<file path="src/rtl/exc_pkg.sv">
package exc_pkg;

   localparam int NSRC   = 7;
   localparam int IDX_W  = 3;
   localparam int PSR_W  = 32;
   localparam int MODE_W = 5;
   localparam int BIT_IM = 7;
   localparam int BIT_FM = 6;
   localparam int BIT_T  = 5;

   // Source index doubles as priority rank: lower index wins.
   localparam int SRC_RESET = 0;
   localparam int SRC_DABT  = 1;
   localparam int SRC_FIQ   = 2;
   localparam int SRC_IRQ   = 3;
   localparam int SRC_PABT  = 4;
   localparam int SRC_UNDEF = 5;
   localparam int SRC_SWI   = 6;

   typedef enum logic [MODE_W-1:0] {
      MODE_USR = 5'b10000,
      MODE_FIQ = 5'b10001,
      MODE_IRQ = 5'b10010,
      MODE_SVC = 5'b10011,
      MODE_ABT = 5'b10111,
      MODE_UND = 5'b11011
   } cpu_mode_e;

   function automatic logic [4:0] vec_offset(input logic [IDX_W-1:0] idx);
      case (idx)
         3'(SRC_RESET): return 5'h00;
         3'(SRC_DABT):  return 5'h10;
         3'(SRC_FIQ):   return 5'h1C;
         3'(SRC_IRQ):   return 5'h18;
         3'(SRC_PABT):  return 5'h0C;
         3'(SRC_UNDEF): return 5'h04;
         default:       return 5'h08;
      endcase
   endfunction

   function automatic cpu_mode_e entry_mode_of(input logic [IDX_W-1:0] idx);
      case (idx)
         3'(SRC_RESET): return MODE_SVC;
         3'(SRC_DABT):  return MODE_ABT;
         3'(SRC_FIQ):   return MODE_FIQ;
         3'(SRC_IRQ):   return MODE_IRQ;
         3'(SRC_PABT):  return MODE_ABT;
         3'(SRC_UNDEF): return MODE_UND;
         default:       return MODE_SVC;
      endcase
   endfunction

endpackage

</file>
<file path="src/rtl/exc_qualify.sv">
module exc_qualify
   import exc_pkg::*;
(
   input  logic [NSRC-1:0] raw_req,
   input  logic            irq_masked,
   input  logic            fiq_masked,
   input  logic            boundary,
   output logic [NSRC-1:0] qual_req
);

   for (genvar i = 0; i < NSRC; i++) begin : g_src
      if (i == SRC_IRQ) begin : g_irq
         assign qual_req[i] = raw_req[i] & boundary & ~irq_masked;
      end else if (i == SRC_FIQ) begin : g_fiq
         assign qual_req[i] = raw_req[i] & boundary & ~fiq_masked;
      end else begin : g_sync
         assign qual_req[i] = raw_req[i];
      end
   end

endmodule

</file>
<file path="src/rtl/exc_prio.sv">
module exc_prio
   import exc_pkg::*;
(
   input  logic [NSRC-1:0]  qual_req,
   output logic             any_req,
   output logic [IDX_W-1:0] win_idx
);

   always_comb begin
      win_idx = '0;
      for (int i = NSRC - 1; i >= 0; i--) begin
         if (qual_req[i]) win_idx = IDX_W'(i);
      end
   end

   assign any_req = |qual_req;

endmodule

</file>
<file path="src/rtl/exc_vecmap.sv">
module exc_vecmap
   import exc_pkg::*;
#(
   parameter int          AW          = 32,
   parameter logic [AW-1:0] VECTOR_BASE = '0
) (
   input  logic [IDX_W-1:0] win_idx,
   output logic [AW-1:0]    vec_addr,
   output cpu_mode_e        mode,
   output logic             set_fmask
);

   assign vec_addr  = VECTOR_BASE | {{(AW-5){1'b0}}, vec_offset(win_idx)};
   assign mode      = entry_mode_of(win_idx);
   assign set_fmask = (win_idx == IDX_W'(SRC_FIQ)) || (win_idx == IDX_W'(SRC_RESET));

endmodule

</file>
<file path="src/rtl/exc_entry_ctrl.sv">
module exc_entry_ctrl
   import exc_pkg::*;
#(
   parameter int            AW            = 32,
   parameter logic [AW-1:0] VECTOR_BASE   = '0,
   parameter bit            SAVE_ON_RESET = 1'b0
) (
   input  logic                clk,
   input  logic                rst_n,
   input  logic                req_reset,
   input  logic                req_dabort,
   input  logic                req_fiq,
   input  logic                req_irq,
   input  logic                req_pabort,
   input  logic                req_undef,
   input  logic                req_swi,
   input  logic                insn_boundary,
   input  logic [31:0]         cur_psr,
   input  logic [AW-1:0]       next_pc,
   output logic                entry_take,
   output logic [4:0]          entry_mode,
   output logic [AW-1:0]       pc_vector,
   output logic                link_we,
   output logic [AW-1:0]       link_wdata,
   output logic                spsr_we,
   output logic [31:0]         spsr_wdata,
   output logic [31:0]         psr_next
);

   if (AW < 8) begin : g_bad_aw
      $error("exc_entry_ctrl: AW must be at least 8");
   end
   if (VECTOR_BASE[4:0] != 5'd0) begin : g_bad_base
      $error("exc_entry_ctrl: VECTOR_BASE must be 32-byte aligned");
   end

   logic [NSRC-1:0]  raw_req, qual_req;
   logic             any_req, set_fmask, save_ok;
   logic [IDX_W-1:0] win_idx;
   logic [AW-1:0]    vec_addr;
   cpu_mode_e        win_mode;
   logic [31:0]      psr_after;

   assign raw_req = {req_swi, req_undef, req_pabort, req_irq,
                     req_fiq, req_dabort, req_reset};

   exc_qualify u_qual (
      .raw_req    (raw_req),
      .irq_masked (cur_psr[BIT_IM]),
      .fiq_masked (cur_psr[BIT_FM]),
      .boundary   (insn_boundary),
      .qual_req   (qual_req)
   );

   exc_prio u_prio (
      .qual_req (qual_req),
      .any_req  (any_req),
      .win_idx  (win_idx)
   );

   exc_vecmap #(.AW(AW), .VECTOR_BASE(VECTOR_BASE)) u_vmap (
      .win_idx   (win_idx),
      .vec_addr  (vec_addr),
      .mode      (win_mode),
      .set_fmask (set_fmask)
   );

   if (SAVE_ON_RESET) begin : g_save_all
      assign save_ok = 1'b1;
   end else begin : g_skip_reset_save
      assign save_ok = (win_idx != IDX_W'(SRC_RESET));
   end

   assign psr_after = {cur_psr[31:8], 1'b1, cur_psr[BIT_FM] | set_fmask,
                       cur_psr[BIT_T], win_mode};

   always_ff @(posedge clk or negedge rst_n) begin
      if (!rst_n) begin
         entry_take <= 1'b0;
         entry_mode <= '0;
         pc_vector  <= '0;
         link_we    <= 1'b0;
         link_wdata <= '0;
         spsr_we    <= 1'b0;
         spsr_wdata <= '0;
         psr_next   <= '0;
      end else begin
         entry_take <= any_req;
         link_we    <= any_req & save_ok;
         spsr_we    <= any_req & save_ok;
         if (any_req) begin
            entry_mode <= win_mode;
            pc_vector  <= vec_addr;
            link_wdata <= next_pc;
            spsr_wdata <= cur_psr;
            psr_next   <= psr_after;
         end
      end
   end

endmodule

</file>
<file path="config.mk">
export PLATFORM = sky130hd
export DESIGN_NAME = exc_entry_ctrl
export DESIGN_NICKNAME = d
export VERILOG_FILES = /design/src/rtl/exc_pkg.sv /design/src/rtl/exc_qualify.sv /design/src/rtl/exc_prio.sv /design/src/rtl/exc_vecmap.sv /design/src/rtl/exc_entry_ctrl.sv
export SDC_FILE = /design/constraint.sdc
export NUM_CORES = 1
export LEC_CHECK = 0
export BUFFER_PORTS_ARGS = -buffer_cell sky130_fd_sc_hd__buf_2
export CAP_MARGIN = 10
export CORE_UTILIZATION = 48
export DETAILED_ROUTE_END_ITERATION = 12
export HOLD_SLACK_MARGIN = 0.02
export PLACE_DENSITY = 0.81
export SYNTH_ARGS = -nofsm -noshare
export SYNTH_HDL_FRONTEND = slang
export SYNTH_HIERARCHICAL = 1
export SYNTH_SLANG_ARGS = --single-unit
</file>
<file path="constraint.sdc">
create_clock -name clk -period 0.9 [get_ports clk]
set_input_delay 0.135 -clock clk [delete_from_list [all_inputs] [get_ports clk]]
set_output_delay 0.135 -clock clk [all_outputs]
set_load 0.02 [all_outputs]
</file>
* Word level (Yosys, flattened, before mapping)
Index checks and enable logic that the tools add are counted.
Word-level totals: ROM bits 0, logic and storage cells 34, bits in writable memories 0, bits in latches 0, memories kept 0, register bits 108, input port bits 74
Cells by class: multipliers 0, equal/unequal tests 5, order comparisons 0, reduce and logical (&&, ||, !) cells 5, bitwise logic cells 8, muxes and demuxes 9, add/subtract/negate cells 0, divide/modulo/power cells 0, shifts and indexed selects 0
Operator list (number):
- $pmux W5 S6 | 1
- $mux W3 | 7
- $pmux W4 S4 | 1
- $reduce_or A7 Y1 | 1
- $eq A3 B2 Y1 const B | 2
- $eq A3 B3 Y1 const B | 2
- $and A1 B1 Y1 | 5
- $eq A3 B1 Y1 const B | 1
- $logic_not A3 Y1 | 1
- $reduce_bool A3 Y1 | 1
- $not A1 Y1 | 2
- $reduce_or A2 Y1 | 1
- $logic_or A1 B1 Y1 | 1
- $or A1 B1 Y1 | 1

* Longest topological paths before layout
Gate-level depths: netlist of run 1.
word-level depth 10, mapped depth 8, gate-level depth less buffers 6

* Cells and area by module
The synthesis of run 1 kept the hierarchy.
Modules (own cells, without submodules):
- exc_entry_ctrl | times used 1, cells an instance 254, area each 4301.6 um2
- exc_vecmap | times used 1, cells an instance 44, area each 296.5 um2
- exc_prio | times used 1, cells an instance 11, area each 72.6 um2
- exc_qualify | times used 1, cells an instance 7, area each 55.1 um2

* Worst setup path before layout of run 1
Ideal clock, no wire load.
kind input to register, from input port insn_boundary, to register link_wdata[0], data arrival time 1.668 ns, path buffers 3, setup time 0.125 ns, stages 7, path slack -0.893 ns, required time 0.775 ns, cells stage by stage and3b_1 > or4_4 > nand2b_4 > buf_6 > buf_6 > buf_6 > mux2_4
On the way: cells in the longest elaborated chain, start to end 3, elaborated cells between the ends (all ways) 5, those cells by class bitwise (4); reduce/logical (1)
RTL lines:
- from (decl) | RTL line exc_entry_ctrl.sv:17 | input logic insn_boundary,
- $and A1 B1 Y1, on equally long branches (2 in a row) | RTL line exc_qualify.sv:15, exc_qualify.sv:13
- $reduce_or A7 Y1 * | RTL line exc_prio.sv:16 | assign any_req = |qual_req;
- via any_req | RTL line exc_entry_ctrl.sv:38 | logic any_req, set_fmask, save_ok;
- to (signal assigned) | RTL line exc_entry_ctrl.sv:94 | link_wdata <= next_pc;
- to (decl) | RTL line exc_entry_ctrl.sv:24 | output logic [AW-1:0] link_wdata,
Mark *: on every way through the listed nets, which the timed path passes. The rest lies on a longest branch. A chain may end at the register's enable or synchronous reset.

* Worst setup path after layout of run 1
from input port insn_boundary, to register link_wdata[27]
On the way: cells in the longest elaborated chain, start to end 3, elaborated cells between the ends (all ways) 5, those cells by class bitwise (4); reduce/logical (1)
RTL lines:
- $and A1 B1 Y1 (2 in a row) | RTL line exc_qualify.sv:15 | assign qual_req[i] = raw_req[i] & boundary & ~fiq_masked;
- via qual_req[2] | RTL line exc_entry_ctrl.sv:37 | logic [NSRC-1:0] raw_req, qual_req;
- $reduce_or A7 Y1 | RTL line exc_prio.sv:16
- via any_req | RTL line exc_entry_ctrl.sv:38
The timed path passes the listed nets, and every way through them passes these cells.

==> flow_summary.ini, run 1 <==
[global_routing]
antenna_found_initial = 0
grt_pass1_wl_mm = 22.3
grt_max_degree = 41
overflow = 0
grt_pass1_vias = 4053
grtUsageTotal_pct = 29.9

[drt]
routed_wl_mm = 16.5
dr_total_vias = 3809
ant_nets = 0
first_pass_iters = 4
routedWlPerCell_um = 21.1
via_per_inst = 4.85
drc = 0
drtIter0Drc = 71

[timing]
fmaxAchievable_ghz = 0.682
rsz0062_at_grt = yes
tns_ps = -75160
finalSetupViolCount = 241
setup_slack_ps = -567
fin_crit_ps = 1470
finalClockSkew_ps = 0
hold_viol_final = 0
maxSlewViolCount = 0
min_period_over_period_pct = 163

[synth]
netlist_top_cells_count = dfrtp_1 (105), buf_4 (66), mux2_2 (55)
synth_edf_count = 0
yosysTopAreaCell = dfrtp_1
yosys_most_used_dff = dfrtp_1
ys_seq_elements = 105
synthCells = 316
synth.distinct_cells = 24
ys_seq_area_share_pct = 55.6
ys_top_cells_by_area = dfrtp_1 (56%), mux2_4 (15%), mux2_2 (13%)
syn_area_um2 = 4730
syn_area_per_cell_um2 = 15.0
ys_warn_count = 6
synth_top_area_share_pct = 55.6
async_flop_share_pct = 100
synth_most_common_cell = dfrtp_1

[clock_tree]
cts_tree = built
clk_latency_ps = 350
path_clk_slew_ps = 110
htreeDepth = 3
cts-root-buf = clkbuf_8
clockBufferDepth = 2
cts-buffers-inserted = 9
cts.sinks = 105

[placement]
placedCellCount = 622
place_congestion = 0.710
detailed_place_hpwl_mm = 7.13
numPortBuffers = 209

[worst_setup_path]
required_ps = 1150
crit_family = simple AND/OR/NAND/NOR gates
critPathMaxFanout = 32
critPathSlowestCell = or4_4
slowest_delay_ps = 490
cp.arrival_ps = 1720
worst-setup-path-type = input pin to register
worstPathCellList = buf_6 -> and3b_2 -> or4_4 -> nand2b_4 -> buf_12 -> mux2_4
critPathLaunchType = input pin
r2r_cells = 3
path_buf_inv = 2
path_depth = 6
end_kind = register

[floorplan]
die_w_um = 101
row_count = 35
die_y_um = 101
initial_core_util_pct = 50.4
die_area_um2 = 10200
num_io_pins = 210
coreArea_um2 = 9370

[run_status]
outcome = finished, violations left
violations = negative setup slack

[finish]
num-nets-final = 726
area_growth_syn_to_layout_pct = 72.3
stdcell_count = 786
nFillCells = 420
n_antenna_cell = 0
final_layout_size_suffix_gt1_share_pct = 66.8
multiInputGateArea_um2 = 1700
seqCellArea_um2 = 2630

[power]
p_per_area_nw_per_um2 = 1350
ir_worst_vdd_uv = 797
p_leak_uw = 0.00422

[run]
maxCapViolCount = 0

[min_path]
holdPathStages = 3
hold_class = input pin to register
[cell families (layout without fill, tap and decap cells)]
family	count (synthesis)	count (layout)	share of synthesized area, %
other cells	2	30	0.159
flops	105	105	55.6
mux	101	101	27.7
xor+xnor	1	1	0.185
compound gates	7	7	1.01
buf+inv	81	394	12.9
simple gates	19	19	2.41
[report_power, final]
part	leakage, µW	switching (µW)	internal [µW]	total, µW
registers	0.00122	282	4990	5270
clock network	0.0000897	1810	1060	2860
logic	0.00292	1210	1630	2840
total	0.00422	3290	7680	11000
[worst reg2reg max path, delay by kind of cell (launching register included)]
kind	cells	cell delay [ps]
flops	1	450
mux	1	270
buf+inv	2	290
[metal layers]
layer / vias to the layer above / track usage [%] / routed length, µm
li1: 1641 / - / -
met1: 1873 / 29.4 / 5350
met2: 227 / 57.3 / 9220
met3: 68 / 6.90 / 1060
met4: 0 / 17.2 / 922
met5: - / 0 / 0
[cell type report]
type / instances / share of cell area, %
Timing Repair Buffer: 375 / 42.4
Inverter: 3 / 0.138
Tap cell: 129 / 1.98
Multi-Input combinational cell: 158 / 20.9
Clock buffer: 9 / 1.52
Sequential cell: 105 / 32.3
Clock inverter: 7 / 0.737
[flip-flops by register name, summed over array words and instances, names as in the netlist]
signal and count:
link_wdata 32, pc_vector 32, spsr_wdata 32, entry_mode 4, psr_next 3, entry_take 1
spsr_we 1
[worst paths after layout]
check | start | end | slack, ps
max | insn_boundary | link_wdata[27] | -570
min | cur_psr[6] | spsr_wdata[6] | 110
max reg2reg | spsr_wdata[14] | spsr_wdata[14] | -220
min reg2reg | pc_vector[4] | pc_vector[4] | 550
max in group asynchronous | rst_n | link_wdata[29] | 190
min in group asynchronous | rst_n | link_wdata[3] | 200
[cell usage in the layout, fill, tap and decap left out, drive strengths merged, types with 2 or more instances in the layout]
master,count
clkinvlp,2
nor3,3
inv,6
dfrtp,105
nor2,8
a21oi,2
clkinv,2
and3b,2
buf,311
clkbuf,9
conb,30
mux2,101
dlygate4sd3,64
[timing repair]
item,CTS,global route
resized for setup,302,10
endpoints found under the setup margin,241,241
gates cloned,3,0
pin swaps,3,1
endpoints found under the hold margin,168,0
hold buffers,64,0
setup buffers,39,42
[metrics by stage]
stage	hold WS (ps)	util, %	worst slack (ps)	power [µW]	cell area (µm²)
2_1_floorplan	-161	-	-860	6370	4850
3_3_place_gp	28.8	60.2	-840	6860	5640
3_5_place_dp	29.9	60.2	-875	6920	5640
4_1_cts	114	83.2	-488	10600	7790
5_1_grt	84.5	86.9	-590	11300	8140
6_report	111	86.9	-567	11000	8140
Power figures use the tool's default switching activity.
==> inputs of run 2 (changes only) <==
Settings changed: CORE_UTILIZATION 48 to 40, PLACE_DENSITY 0.81 to 0.7.
==> run 2 against run 1 <==
The run still ends with negative setup slack left. Sequential cell count is the same. Die area grew 20%. Largest power group unchanged. Sequential power is essentially flat. Cell area shrank 2.7%. Hold slack lost 78 ps.
==> flow_summary.ini, run 2 (synthesis gave the netlist of run 1 again) <==
[worst_setup_path]
critPathMaxFanout = 23
critPathLaunchType = input pin
startpoint = insn_boundary
cp.arrival_ps = 1650
worst-setup-path-type = input pin to register
worstPathCellList = buf_6 -> and3b_1 -> or4_4 -> nand2b_4 -> buf_12 -> mux2_4
required_ps = 1130
critPathSlowestCell = or4_4
rrSetupSlack_ps = -90
r2r_cells = 2
slowest_delay_ps = 490
end_kind = register
rr_startpoint = spsr_wdata[21]

[clock_tree]
cts-root-buf = clkbuf_16
htreeDepth = 3
cts.sinks = 105
clockBufferDepth = 2
cts-buffers-inserted = 9
path_clk_slew_ps = 70
cts_tree = built
clk_latency_ps = 340

[finish]
area_growth_syn_to_layout_pct = 67.6
mostFrequentLayoutCell = buf_6
mostFrequentLayoutCells = buf_6 (143), dfrtp_1 (105), buf_2 (70)
seqCellArea_um2 = 2630
final_layout_size_suffix_gt1_share_pct = 65.4
final_area_um2 = 7920
multiInputGateArea_um2 = 1630
top_regs = link_wdata (32), pc_vector (32), spsr_wdata (32)
nFillCells = 752
n_antenna_cell = 0
num-nets-final = 696

[floorplan]
num_io_pins = 210
die_y_um = 111
initial_core_util_pct = 41.2
coreArea_um2 = 11500
die_w_um = 111
die_area_um2 = 12300
row_count = 39

[global_routing]
grtUsageTotal_pct = 21.1
overflow = 0
antenna_found_initial = 0
grt_max_degree = 39
grt_pass1_vias = 3831
grt_pass1_wl_mm = 19.9

[drt]
routedWlPerCell_um = 16.5
ant_nets = 0
drtIter0Drc = 105
drt-met1-wl_mm = 4.51
via_per_inst = 4.53
first_pass_iters = 4
routed_wl_mm = 12.7
dr_wl_met3_um = 601
routed-wl-met2_mm = 7.03
dr_total_vias = 3489
dr.max_layer_used = met4
drc = 0

[run_status]
outcome = finished, violations left
violations = negative setup slack

[timing]
tns_ps = -66000
fin_crit_ps = 1420
hold_viol_final = 0
setup_slack_ps = -518
maxSlewViolCount = 0
finalSetupViolCount = 241
whs_ps = 32.4
min_period_over_period_pct = 158
finalClockSkew_ps = 0
rsz0062_at_grt = yes
fmaxAchievable_ghz = 0.705

[placement]
numPortBuffers = 209
placed_cell_area_um2 = 5720
place_congestion = 0.752
place_ws_ps = -883
detailed_place_hpwl_mm = 6.87

[min_path]
holdPathStages = 2
min_from = cur_psr[20]
hold_class = input pin to register

[power]
ir_worst_vdd_uv = 1140
p_per_area_nw_per_um2 = 1460
p_leak_uw = 0.00402

[run]
maxCapViolCount = 0
-- run 2: cell count changes in the layout (fill, tap and decap cells not counted), sizes merged --
cell         change
buf             -25
dlygate4sd3      -5
clkbuf           +2
inv              -2
clkinv           +1
clkinvlp         -1
-- run 2: critical path, delay by kind of cell --
family,cells,cell delay [ps]
buffers and inverters,2,290
muxes,1,320
and+or+nand+nor,3,890
-- run 2: timing repair --
| action | in CTS | in global routing |
|---|---|---|
| gates resized for setup | 287 | 4 |
| setup buffers | 40 | 14 |
| hold endpoints to repair | 163 | 0 |
| hold buffers | 59 | 0 |
| pin swaps | 1 | 0 |
| setup endpoints to repair | 241 | 241 |
-- run 2: where the power goes --
group	switching, µW	total (µW)	internal (µW)
Sequential	262	5260	5000
Combinational	1070	2590	1520
Clock	1740	3700	1970
-- run 2: metal layers --
metal | GRT usage [%] | vias to the layer above
met3 | 4.87 | 36
met5 | 0 | -
li1 | - | 1584
met2 | 39.6 | 150
met4 | 11.0 | 0
met1 | 21.5 | 1719
-- run 2: final cells by class --
type                            count  share of cell area, %
Timing Repair Buffer              345                   40.2
Sequential cell                   105                   33.2
Multi-Input combinational cell    158                   20.6
Clock buffer                       11                   3.06
Tap cell                          143                   2.26
Clock inverter                      5                  0.490
Inverter                            3                  0.142
-- run 2: stage by stage --
stage	util [%]	cells	total power [µW]
3_5_place_dp	49.9	641	6930
2_1_floorplan	-	344	6370
3_3_place_gp	49.9	641	6880
6_report	69.1	770	11500
5_1_grt	69.1	770	12000
4_1_cts	68.0	756	11500
-- run 2: path summary, 6_finish.rpt --
kind,endpoint
setup / recovery,spsr_wdata[21]
hold / removal,spsr_wdata[20]
setup reg to reg,spsr_wdata[21]
hold reg to reg,psr_next[7]
max in group asynchronous,pc_vector[4]
min in group asynchronous,spsr_wdata[25]
